`config.mk`:
```
export PLATFORM = sky130hd
export DESIGN_NAME = fbd_ctrl_decoder
export DESIGN_NICKNAME = d
export VERILOG_FILES = /design/src/rtl/fbd_pkg.sv /design/src/rtl/fbd_opclass.sv /design/src/rtl/fbd_src_dec.sv /design/src/rtl/fbd_dst_dec.sv /design/src/rtl/fbd_ctrl_decoder.sv
export SDC_FILE = /design/constraint.sdc
export NUM_CORES = 1
export LEC_CHECK = 0
export BUFFER_PORTS_ARGS = -buffer_cell sky130_fd_sc_hd__buf_2
export CORE_AREA = 3 3 40 42
export DETAILED_ROUTE_END_ITERATION = 7
export DIE_AREA = 0 0 43 45
export PLACE_DENSITY = 0.69
export SETUP_SLACK_MARGIN = 0.1
export SYNTH_ARGS = -nofsm -noshare
export SYNTH_HDL_FRONTEND = slang
export SYNTH_SLANG_ARGS = --single-unit
```
`constraint.sdc`:
```
create_clock -name vclk -period 1.8
set_input_delay 0.09 -clock vclk [all_inputs]
set_output_delay 0.09 -clock vclk [all_outputs]
set_load 0.005 [all_outputs]
```
`src/rtl/fbd_pkg.sv`:
```
`timescale 1ns/1ps
package fbd_pkg;
  typedef enum logic [1:0] {
    OP_LDI = 2'd0,
    OP_MOV = 2'd1,
    OP_ALU = 2'd2
  } op_e;

  // one-hot positions; codes equal positions for move fields
  localparam int SRC_A    = 0;
  localparam int SRC_B    = 1;
  localparam int SRC_RAM  = 2;
  localparam int SRC_IN0  = 3;
  localparam int DST_A    = 0;
  localparam int DST_B    = 1;
  localparam int DST_PC   = 2;
  localparam int DST_RAM  = 3;
  localparam int DST_OUT0 = 4;
endpackage

```
`src/rtl/fbd_opclass.sv`:
```
`timescale 1ns/1ps
module fbd_opclass
  import fbd_pkg::*;
(
  input  logic [1:0] ir_hi_i,
  output op_e        op_o
);
  always_comb begin
    if (ir_hi_i[1])      op_o = OP_LDI;
    else if (ir_hi_i[0]) op_o = OP_ALU;
    else                 op_o = OP_MOV;
  end
endmodule

```
`src/rtl/fbd_src_dec.sv`:
```
`timescale 1ns/1ps
module fbd_src_dec
  import fbd_pkg::*;
#(
  parameter int FIELD_W = 3,
  parameter int N_IN    = 2,
  localparam int SRC_N  = SRC_IN0 + N_IN + 2
) (
  input  op_e                op_i,
  input  logic [FIELD_W-1:0] code_i,
  input  logic               en_i,
  output logic [SRC_N-1:0]   oe_o
);
  localparam int IMM_IDX = SRC_IN0 + N_IN;
  localparam int ALU_IDX = IMM_IDX + 1;

  logic [SRC_N-1:0] mov_sel;

  assign mov_sel[SRC_A]   = (code_i == FIELD_W'(SRC_A));
  assign mov_sel[SRC_B]   = (code_i == FIELD_W'(SRC_B));
  assign mov_sel[SRC_RAM] = (code_i == FIELD_W'(SRC_RAM));
  for (genvar k = 0; k < N_IN; k++) begin : g_in
    assign mov_sel[SRC_IN0+k] = (code_i == FIELD_W'(SRC_IN0 + k));
  end
  assign mov_sel[IMM_IDX] = 1'b0;
  assign mov_sel[ALU_IDX] = 1'b0;

  always_comb begin
    oe_o = '0;
    if (en_i) begin
      unique case (op_i)
        OP_LDI:  oe_o[IMM_IDX] = 1'b1;
        OP_ALU:  oe_o[ALU_IDX] = 1'b1;
        OP_MOV:  oe_o = mov_sel;
        default: oe_o = '0;
      endcase
    end
  end
endmodule

```
`src/rtl/fbd_dst_dec.sv`:
```
`timescale 1ns/1ps
module fbd_dst_dec
  import fbd_pkg::*;
#(
  parameter int FIELD_W = 3,
  parameter int N_OUT   = 2,
  localparam int DST_N  = DST_OUT0 + N_OUT
) (
  input  op_e                op_i,
  input  logic [FIELD_W-1:0] code_i,
  input  logic               en_i,
  input  logic               b_full_i,
  output logic [DST_N-1:0]   we_o
);
  logic [DST_N-1:0] mov_sel;

  assign mov_sel[DST_A]   = (code_i == FIELD_W'(DST_A));
  assign mov_sel[DST_B]   = (code_i == FIELD_W'(DST_B));
  // conditional jump: skipped when B is all ones
  assign mov_sel[DST_PC]  = (code_i == FIELD_W'(DST_PC)) && !b_full_i;
  assign mov_sel[DST_RAM] = (code_i == FIELD_W'(DST_RAM));
  for (genvar k = 0; k < N_OUT; k++) begin : g_out
    assign mov_sel[DST_OUT0+k] = (code_i == FIELD_W'(DST_OUT0 + k));
  end

  always_comb begin
    we_o = '0;
    if (en_i) begin
      unique case (op_i)
        OP_LDI, OP_ALU: we_o[DST_A] = 1'b1;
        OP_MOV:         we_o = mov_sel;
        default:        we_o = '0;
      endcase
    end
  end
endmodule

```
`src/rtl/fbd_ctrl_decoder.sv`:
```
`timescale 1ns/1ps
module fbd_ctrl_decoder
  import fbd_pkg::*;
#(
  parameter int IR_W    = 8,
  parameter int FIELD_W = 3,
  parameter int N_IN    = 2,
  parameter int N_OUT   = 2,
  parameter int ALU_S_W = 4,
  localparam int IMM_W  = IR_W - 1,
  localparam int SRC_N  = SRC_IN0 + N_IN + 2,
  localparam int DST_N  = DST_OUT0 + N_OUT
) (
  input  logic [IR_W-1:0]    ir_i,
  input  logic [3:0]         phase_i,
  input  logic               b_full_i,
  output logic [SRC_N-1:0]   src_oe_o,
  output logic [DST_N-1:0]   dst_we_o,
  output logic               t_we_o,
  output logic               t_oe_o,
  output logic               pc_inc_o,
  output logic [IMM_W-1:0]   imm_o,
  output logic               alu_mode_o,
  output logic [ALU_S_W-1:0] alu_sel_o
);
  op_e op;

  fbd_opclass u_opclass (
    .ir_hi_i (ir_i[IR_W-1:IR_W-2]),
    .op_o    (op)
  );

  fbd_src_dec #(.FIELD_W(FIELD_W), .N_IN(N_IN)) u_src (
    .op_i   (op),
    .code_i (ir_i[2*FIELD_W-1:FIELD_W]),
    .en_i   (phase_i[0]),
    .oe_o   (src_oe_o)
  );

  fbd_dst_dec #(.FIELD_W(FIELD_W), .N_OUT(N_OUT)) u_dst (
    .op_i     (op),
    .code_i   (ir_i[FIELD_W-1:0]),
    .en_i     (phase_i[3]),
    .b_full_i (b_full_i),
    .we_o     (dst_we_o)
  );

  assign t_we_o   = phase_i[1];
  assign t_oe_o   = phase_i[2];
  assign pc_inc_o = phase_i[3] && !dst_we_o[DST_PC];
  assign imm_o    = ir_i[IMM_W-1:0];

  always_comb begin
    alu_mode_o = 1'b0;
    alu_sel_o  = '0;
    if (op == OP_ALU) begin
      alu_mode_o = ir_i[ALU_S_W];
      alu_sel_o  = ir_i[ALU_S_W-1:0];
    end
  end
endmodule

```
==> flow_summary.yaml, run 1 <==
timing:
  timing.hold.ws_ns: 0.180
  max_slew_margin: 0.757
  final-setup-viol-count: 0
  min_period_ns: 1.13
  finalCritPeriodShare: 0.627
  hold_viol: 0
  tightest_slew_ns: 0.362
  rsz0062_at_grt: "no"
  drv_slew: 0
  fin_tns_setup_ns: 0
  setup_slack_ns: 0.672
  max_freq_mhz: 886
pwr:
  internal_power_mw: 0.0307
  power_frac_seq: 0
  p_clk_frac: 0
  leakage_nw: 0.257
  netSwitchingFraction: 0.511
  vdd_drop_max_uv: 40.4
  power.net_switching_mw: 0.0321
  p_comb_frac: 1.000
  powerDensity_nw_per_um2: 157
critical_path:
  cp_slowest_stage_delay_ns: 0.54
  cp_data_required_time_ns: 1.71
  worstPathArrival_ns: 1.04
  cpMostUsedCell: "buf_2"
  crit_path_end_kind: "output port"
  cp_max_fo: 8
  cp_cell_sequence: "buf_2 > or4b_1 > nor3_1 > buf_2"
  start_kind: "primary input"
  cpMaxStageDelayCell: "or4b_1"
  path_class: "in2out"
job:
  drv_cap: 0
grt:
  grt_max_degree: 9
  grt_pass1_wl_um: 1230
  grt_pass1_vias: 303
  antenna_found_initial: 0
  grt_usage: 0.0771
  gr-total-overflow: 0
floorplan:
  start_util: 0.205
  die_area_um2: 1940
  fp.dieH_um: 45
  die_w_um: 43
  fp-row-count: 13
  fp.coreArea_um2: 1280
  pin_count: 41
cells_and_area:
  final-seq-area_um2: 0
  finalNetCount: 82
  drive_gt1_frac: 0.612
  clkbuf_count: 0
  nFlopsAndLatches: 0
  syn2layout_area_growth_pct: 51.7
  fin_util: 0.312
  fillCellCount: 150
  diodes: 0
drt:
  ant_nets: 0
  dr_total_vias: 369
  wl_um: 879
  viasPerCell: 4.50
  routedWlPerCell_um: 10.7
  drc_errors: 0
  first_iter_violations: 2
  dr.pass1.iters: 2
clock_tree:
  postCtsHoldBufs: 0
  post_cts_resized: 0
  cts_setup_buffers: 0
placement:
  gp_congestion: 0.757
  dp_hpwl_um: 765
  place_ws_ns: 0.666
  port_buffers: 37
logic_synthesis:
  synthTopCellsByArea: "buf_4 26%, and2_1 17%, and4_2 7.6%"
  ys_warn_count: 0
  yosys-top-cells-count: "9 x buf_4, 7 x and2_1, 4 x nor3_1"
  yosysSeqAreaShare: 0
  synth_top_area_share: 0.256
  synth_most_common_cell: "buf_4"
  synthCells: 39
  synth_area_um2: 264
  synth_nets: 52
  yosysTopAreaCell: "buf_4"
  synth_cell_types: 17
  synth.avg_cell_area_um2: 6.77
min_path:
  min_path_type: "in2out"
status:
  status: "complete, no violations"
worst max-delay path, delay by kind of cell:
kind                   cells  cell delay (ns)
AND/OR/NAND/NOR            2             0.68
buffers and inverters      2             0.27
cell families (layout without fill, tap and decap cells):
kind of cell           count (synthesis)  count (layout)  share of synthesized area
and+or+nand+nor                       25              25                      0.659
buffers and inverters                 12              40                      0.299
AOI/OAI and AO/OA                      2               2                     0.0427
layout by cell type, fill, tap and decap left out:
| cell | netlist | layout |
|---|---|---|
| buf_2 | 0 | 37 |
| and2_1 | 7 | 7 |
| nor3_1 | 4 | 4 |
| inv_1 | 3 | 3 |
| and4_2 | 2 | 2 |
| nor2_1 | 2 | 2 |
| and4b_1 | 2 | 2 |
| or4b_1 | 1 | 1 |
| nor4b_1 | 1 | 1 |
| or3_2 | 1 | 1 |
| a21oi_1 | 1 | 1 |
| nor3b_1 | 1 | 1 |
| and3_1 | 1 | 1 |
| and4_1 | 1 | 1 |
| nor2b_1 | 1 | 1 |
| and2_2 | 1 | 1 |
| a31oi_1 | 1 | 1 |
power groups by stage:
stage          Clock, mW  Combinational, mW  Sequential (mW)
6_report               0             0.0628                0
5_1_grt                0             0.0706                0
4_1_cts                0             0.0639                0
3_5_place_dp           0             0.0638                0
3_3_place_gp           0             0.0627                0
2_1_floorplan          0             0.0355                0
routing by layer:
metal | part of all wire | routed length [µm] | GRT usage
met1 | 0.43 | 381 | 0.102
met2 | 0.44 | 384 | 0.144
met3 | 0.13 | 113 | 0.00797
met4 | 0 | 0 | 0
met5 | 0 | 0 | 0
layout make-up:
class,count,area (µm²),share of cell area
inverter,3,11.3,0.0281
multi-input combinational,27,185,0.463
tap,15,18.8,0.0469
timing repair buffer,37,185,0.463
metrics by stage:
stage | power [mW] | instances | cell area, µm²
final | 0.0628 | 82 | 400
after global routing | 0.0706 | 82 | 400
after CTS | 0.0639 | 82 | 400
after detailed placement | 0.0638 | 82 | 400
after global placement | 0.0627 | 82 | 400
after floorplan | 0.0355 | 39 | 264
path summary, 6_finish.rpt:
path / from / end / cells after the start
worst min-delay path: phase_i[2] / t_oe_o / 0
worst max-delay path: ir_i[1] / dst_we_o[4] / 4
Power figures use the tool's default switching activity.
==> run 2: changes to the inputs <==
Clock period 1.8 ns to 1.1 ns, I/O delays scaled along.
==> flow_summary.yaml, run 2 (synthesis gave the netlist of run 1 again) <==
status:
  status: "complete, no violations"
critical_path:
  crit_path_end_kind: "output port"
  path_class: "in2out"
  cp_max_fo: 3
  cp_data_required_time_ns: 1.04
  start_kind: "primary input"
  critPathTopFamily: "simple AND/OR/NAND/NOR gates"
  cpMaxStageDelayCell: "or4b_4"
  worstPathArrival_ns: 0.99
  cp_cell_sequence: "buf_8 > or4b_4 > nor3_2 > buf_2"
  setup.worst_path.start: "ir_i[6]"
  cp_slowest_stage_delay_ns: 0.54
  crit_buf_inv: 2
drt:
  dr.pass1.iters: 3
  first_iter_violations: 5
  drc_errors: 0
  routedWlPerCell_um: 11.7
  wl_um: 1020
  dr_total_vias: 401
  viasPerCell: 4.61
  ant_nets: 0
grt:
  grt_pass1_vias: 330
  antenna_found_initial: 0
  grt_pass1_wl_um: 1530
  grt_max_degree: 7
  gr-total-overflow: 0
  grt_usage: 0.0962
floorplan:
  fp.dieH_um: 45
  start_util: 0.205
  fp.coreArea_um2: 1280
  pin_count: 41
  die_w_um: 43
  die_area_um2: 1940
  fp-row-count: 13
cells_and_area:
  fillCellCount: 155
  final_common_cell: "buf_2"
  finalNetCount: 87
  multi_input_area_um2: 216
  drive_gt1_frac: 0.722
  diodes: 0
  clkbuf_count: 0
  syn2layout_area_growth_pct: 83.9
  most-common-layout-cells: "35 x buf_2, 7 x and2_1, 5 x buf_4, 4 x nor3_2, 3 x inv_1"
  nFlopsAndLatches: 0
  final-seq-area_um2: 0
min_path:
  hold_end: "t_oe_o"
  whs_path_depth: 0
  hp-start: "phase_i[2]"
  min_path_type: "in2out"
pwr:
  p_total_mw: 0.133
  vdd_drop_max_uv: 98.2
  leakage_nw: 0.293
  powerDensity_nw_per_um2: 275
placement:
  gp_congestion: 0.775
  dp_hpwl_um: 809
  port_buffers: 37
timing:
  tightest_slew_ns: 0.286
  rsz0062_at_grt: "yes"
  drv_slew: 0
  max_freq_mhz: 955
  min_period_ns: 1.05
  finalCritPeriodShare: 0.952
  max_slew_margin: 0.809
  final-setup-viol-count: 0
  hold_viol: 0
  fin_tns_setup_ns: 0
job:
  drv_cap: 0
clock_tree:
  postCtsHoldBufs: 0
run 2: cell count changes in the layout (fill, tap and decap cells not counted), sizes merged:
cell	before	now
buf	37	42
run 2: report_power, final:
part	internal, mW	switching [mW]	leakage (nW)	total (mW)
Combinational	0.0709	0.0624	0.293	0.133
Sequential	0	0	0	0
Clock	0	0	0	0
run 2: metal layers:
metal	global-route usage	vias up	wire, µm
li1	-	198	-
met1	0.121	182	421
met2	0.186	21	492
met3	0.0120	0	105
met4	0	0	0
met5	0	-	0
run 2: worst max-delay path by stage:
stage / endpoint / slack, ns / depth (start not counted)
floorplan: dst_we_o[4] / 0.28 / 2
global placement: dst_we_o[4] / 0.08 / 4
detailed placement: dst_we_o[4] / 0.04 / 4
CTS: dst_we_o[4] / 0.07 / 4
global route: dst_we_o[4] / 0.03 / 4
finish: dst_we_o[4] / 0.05 / 4
run 2: metrics by stage:
stage,cell area [µm²],hold slack (ns),instances,utilization,setup WS (ns)
4_1_cts,467,0.110,87,0.363,0.0684
5_1_grt,485,0.110,87,0.378,0.0254
6_report,485,0.110,87,0.378,0.0530
3_3_place_gp,415,0.110,84,0.323,0.0757
2_1_floorplan,264,0.145,39,-,0.281
3_5_place_dp,415,0.110,84,0.323,0.0436
run 2: layout make-up:
cell class / count / share of cell area
Timing Repair Buffer: 42 / 0.492
Multi-Input combinational cell: 27 / 0.446
Tap cell: 15 / 0.0387
Inverter: 3 / 0.0232
run 2: repair_timing:
item,in CTS,in global routing
endpoints found under the setup margin,3,10
gates resized for setup,8,4
pin swaps,2,1
buffers inserted,3,0
==> run 3: changes to the inputs <==
Settings changed: PLACE_DENSITY 0.69 to 0.72, SYNTH_HIERARCHICAL set to 1.
==> flow_summary.yaml, run 3 <==
pwr:
  p_comb_frac: 1.000
  leakage_nw: 0.297
  p_clk_frac: 0
  vdd_drop_max_uv: 163
  p_total_mw: 0.153
  power.net_switching_mw: 0.0676
  powerDensity_nw_per_um2: 282
  netSwitchingFraction: 0.443
  power_frac_seq: 0
  internal_power_mw: 0.0850
placement:
  port_buffers: 37
  dp_cells: 86
  dp_hpwl_um: 801
  gp_congestion: 0.629
job:
  drv_cap: 0
drt:
  wl_um: 925
  first_iter_violations: 4
  dr.pass1.iters: 4
  ant_nets: 0
  viasPerCell: 4.57
  dr_total_vias: 393
  routedWlPerCell_um: 10.8
  drc_errors: 0
cells_and_area:
  clkbuf_count: 0
  drive_gt1_frac: 0.704
  finalNetCount: 86
  final_common_cell: "buf_2"
  nFlopsAndLatches: 0
  most-common-layout-cells: "36 x buf_2, 5 x and3b_1, 4 x nor2_1, 3 x buf_4, 3 x nor3_1"
  final_cells: 86
  final-seq-area_um2: 0
  syn2layout_area_growth_pct: 78.5
  diodes: 0
critical_path:
  cp_cell_sequence: "buf_8 > nor2b_4 > nand4bb_4 > nor4b_4 > nor2b_1 > buf_2"
  critPathTopFamily: "simple AND/OR/NAND/NOR gates"
  path_class: "in2out"
  cp_max_fo: 4
  cp.depth: 6
  cpMaxStageDelayCell: "nor4b_4"
  crit_buf_inv: 2
  start_kind: "primary input"
  worstPathArrival_ns: 0.92
  crit_path_end_kind: "output port"
  setup.worst_path.start: "ir_i[6]"
  cp_data_required_time_ns: 1.04
  cp_slowest_stage_delay_ns: 0.23
logic_synthesis:
  synth_top_area_share: 0.223
  synth_area_um2: 303
  yosysTopAreaCell: "buf_4"
  synthCells: 38
  synth_nets: 51
  yosysSeqAreaShare: 0
  synth_cell_types: 17
  ys_warn_count: 6
  synth.avg_cell_area_um2: 7.97
  synthTopCellsByArea: "buf_4 22%, and3b_1 14%, nand4bb_4 9.1%"
  yosys-top-cells-count: "9 x buf_4, 5 x and3b_1, 5 x nor2_1"
  synth_most_common_cell: "buf_4"
min_path:
  whs_path_depth: 0
  hold_end: "t_oe_o"
  min_path_type: "in2out"
  hp-start: "phase_i[2]"
floorplan:
  start_util: 0.236
  die_area_um2: 1940
  fp-row-count: 13
  fp.coreArea_um2: 1280
  pin_count: 41
  fp.dieH_um: 45
  die_w_um: 43
timing:
  finalCritPeriodShare: 0.889
  hold_viol: 0
  drv_slew: 0
  rsz0062_at_grt: "yes"
  final-setup-viol-count: 0
  max_slew_margin: 0.839
  fin_tns_setup_ns: 0
  max_freq_mhz: 1020
  tightest_slew_ns: 0.238
  min_period_ns: 0.978
grt:
  antenna_found_initial: 0
  grt_pass1_vias: 338
  grt_usage: 0.0905
  grt_pass1_wl_um: 1450
  grt_max_degree: 8
  gr-total-overflow: 0
status:
  status: "complete, no violations"
run 3: cell types whose count changed in the layout (fill, tap and decap cells not counted), moves of 2 or more:
cell / change
and2_1: -6
and3b_1: +5
and4_2: -2
and4b_1: -2
buf_4: -2
inv_1: -3
nand2_1: +2
nand4b_1: +2
nand4bb_4: +2
nor2_1: +2
nor3_1: +3
nor3_2: -4
nor3b_2: +2
run 3: how the worst max path moves through the flow:
| stage | to | slack [ns] |
|---|---|---|
| after floorplan | pc_inc_o | 0.11 |
| after global placement | src_oe_o[1] | 0.04 |
| after detailed placement | pc_inc_o | 0.0008 |
| after CTS | pc_inc_o | 0.04 |
| after global routing | pc_inc_o | 0.04 |
| final | pc_inc_o | 0.12 |
run 3: repair_timing:
item | CTS | global route
resized for setup | 7 | 1
pin swaps | 2 | 4
endpoints found under the setup margin | 6 | 8
buffers inserted | 0 | 0
cloned | 0 | 0
hold buffers | 0 | 0
run 3: cells by family (layout without fill, tap and decap cells):
kind of cell / Yosys count / after routing / synth area share
AO/OA/AOI/OAI: 1 / 1 / 0.0289
buffers and inverters: 9 / 42 / 0.223
AND/OR/NAND/NOR: 28 / 28 / 0.748
run 3: routing by layer:
layer  share of wire  global-route usage  vias up
li1                -                   -      197
met5               0                   0        -
met2            0.41               0.141       26
met4               0                   0        0
met3            0.15              0.0120        0
met1            0.44               0.141      170
run 3: final cells by class:
cell class,count,area [µm²]
timing repair buffer,42,249
fill,126,744
tap,15,18.8
multi-input combinational,29,273
run 3: power groups by stage:
stage / Sequential (mW) / Clock, mW / Combinational, mW
after CTS: 0 / 0 / 0.153
final: 0 / 0 / 0.153
after global placement: 0 / 0 / 0.134
after detailed placement: 0 / 0 / 0.136
after global routing: 0 / 0 / 0.167
after floorplan: 0 / 0 / 0.0712
run 3: stage by stage:
stage               area [µm²]  utilization  hold slack [ns]  worst slack (ns)
global route               541        0.421            0.110            0.0398
CTS                        537        0.418            0.110            0.0434
global placement           492        0.383            0.110            0.0355
finish                     541        0.421            0.110             0.122
detailed placement         492        0.383            0.110          0.000800
floorplan                  305            -            0.133             0.107
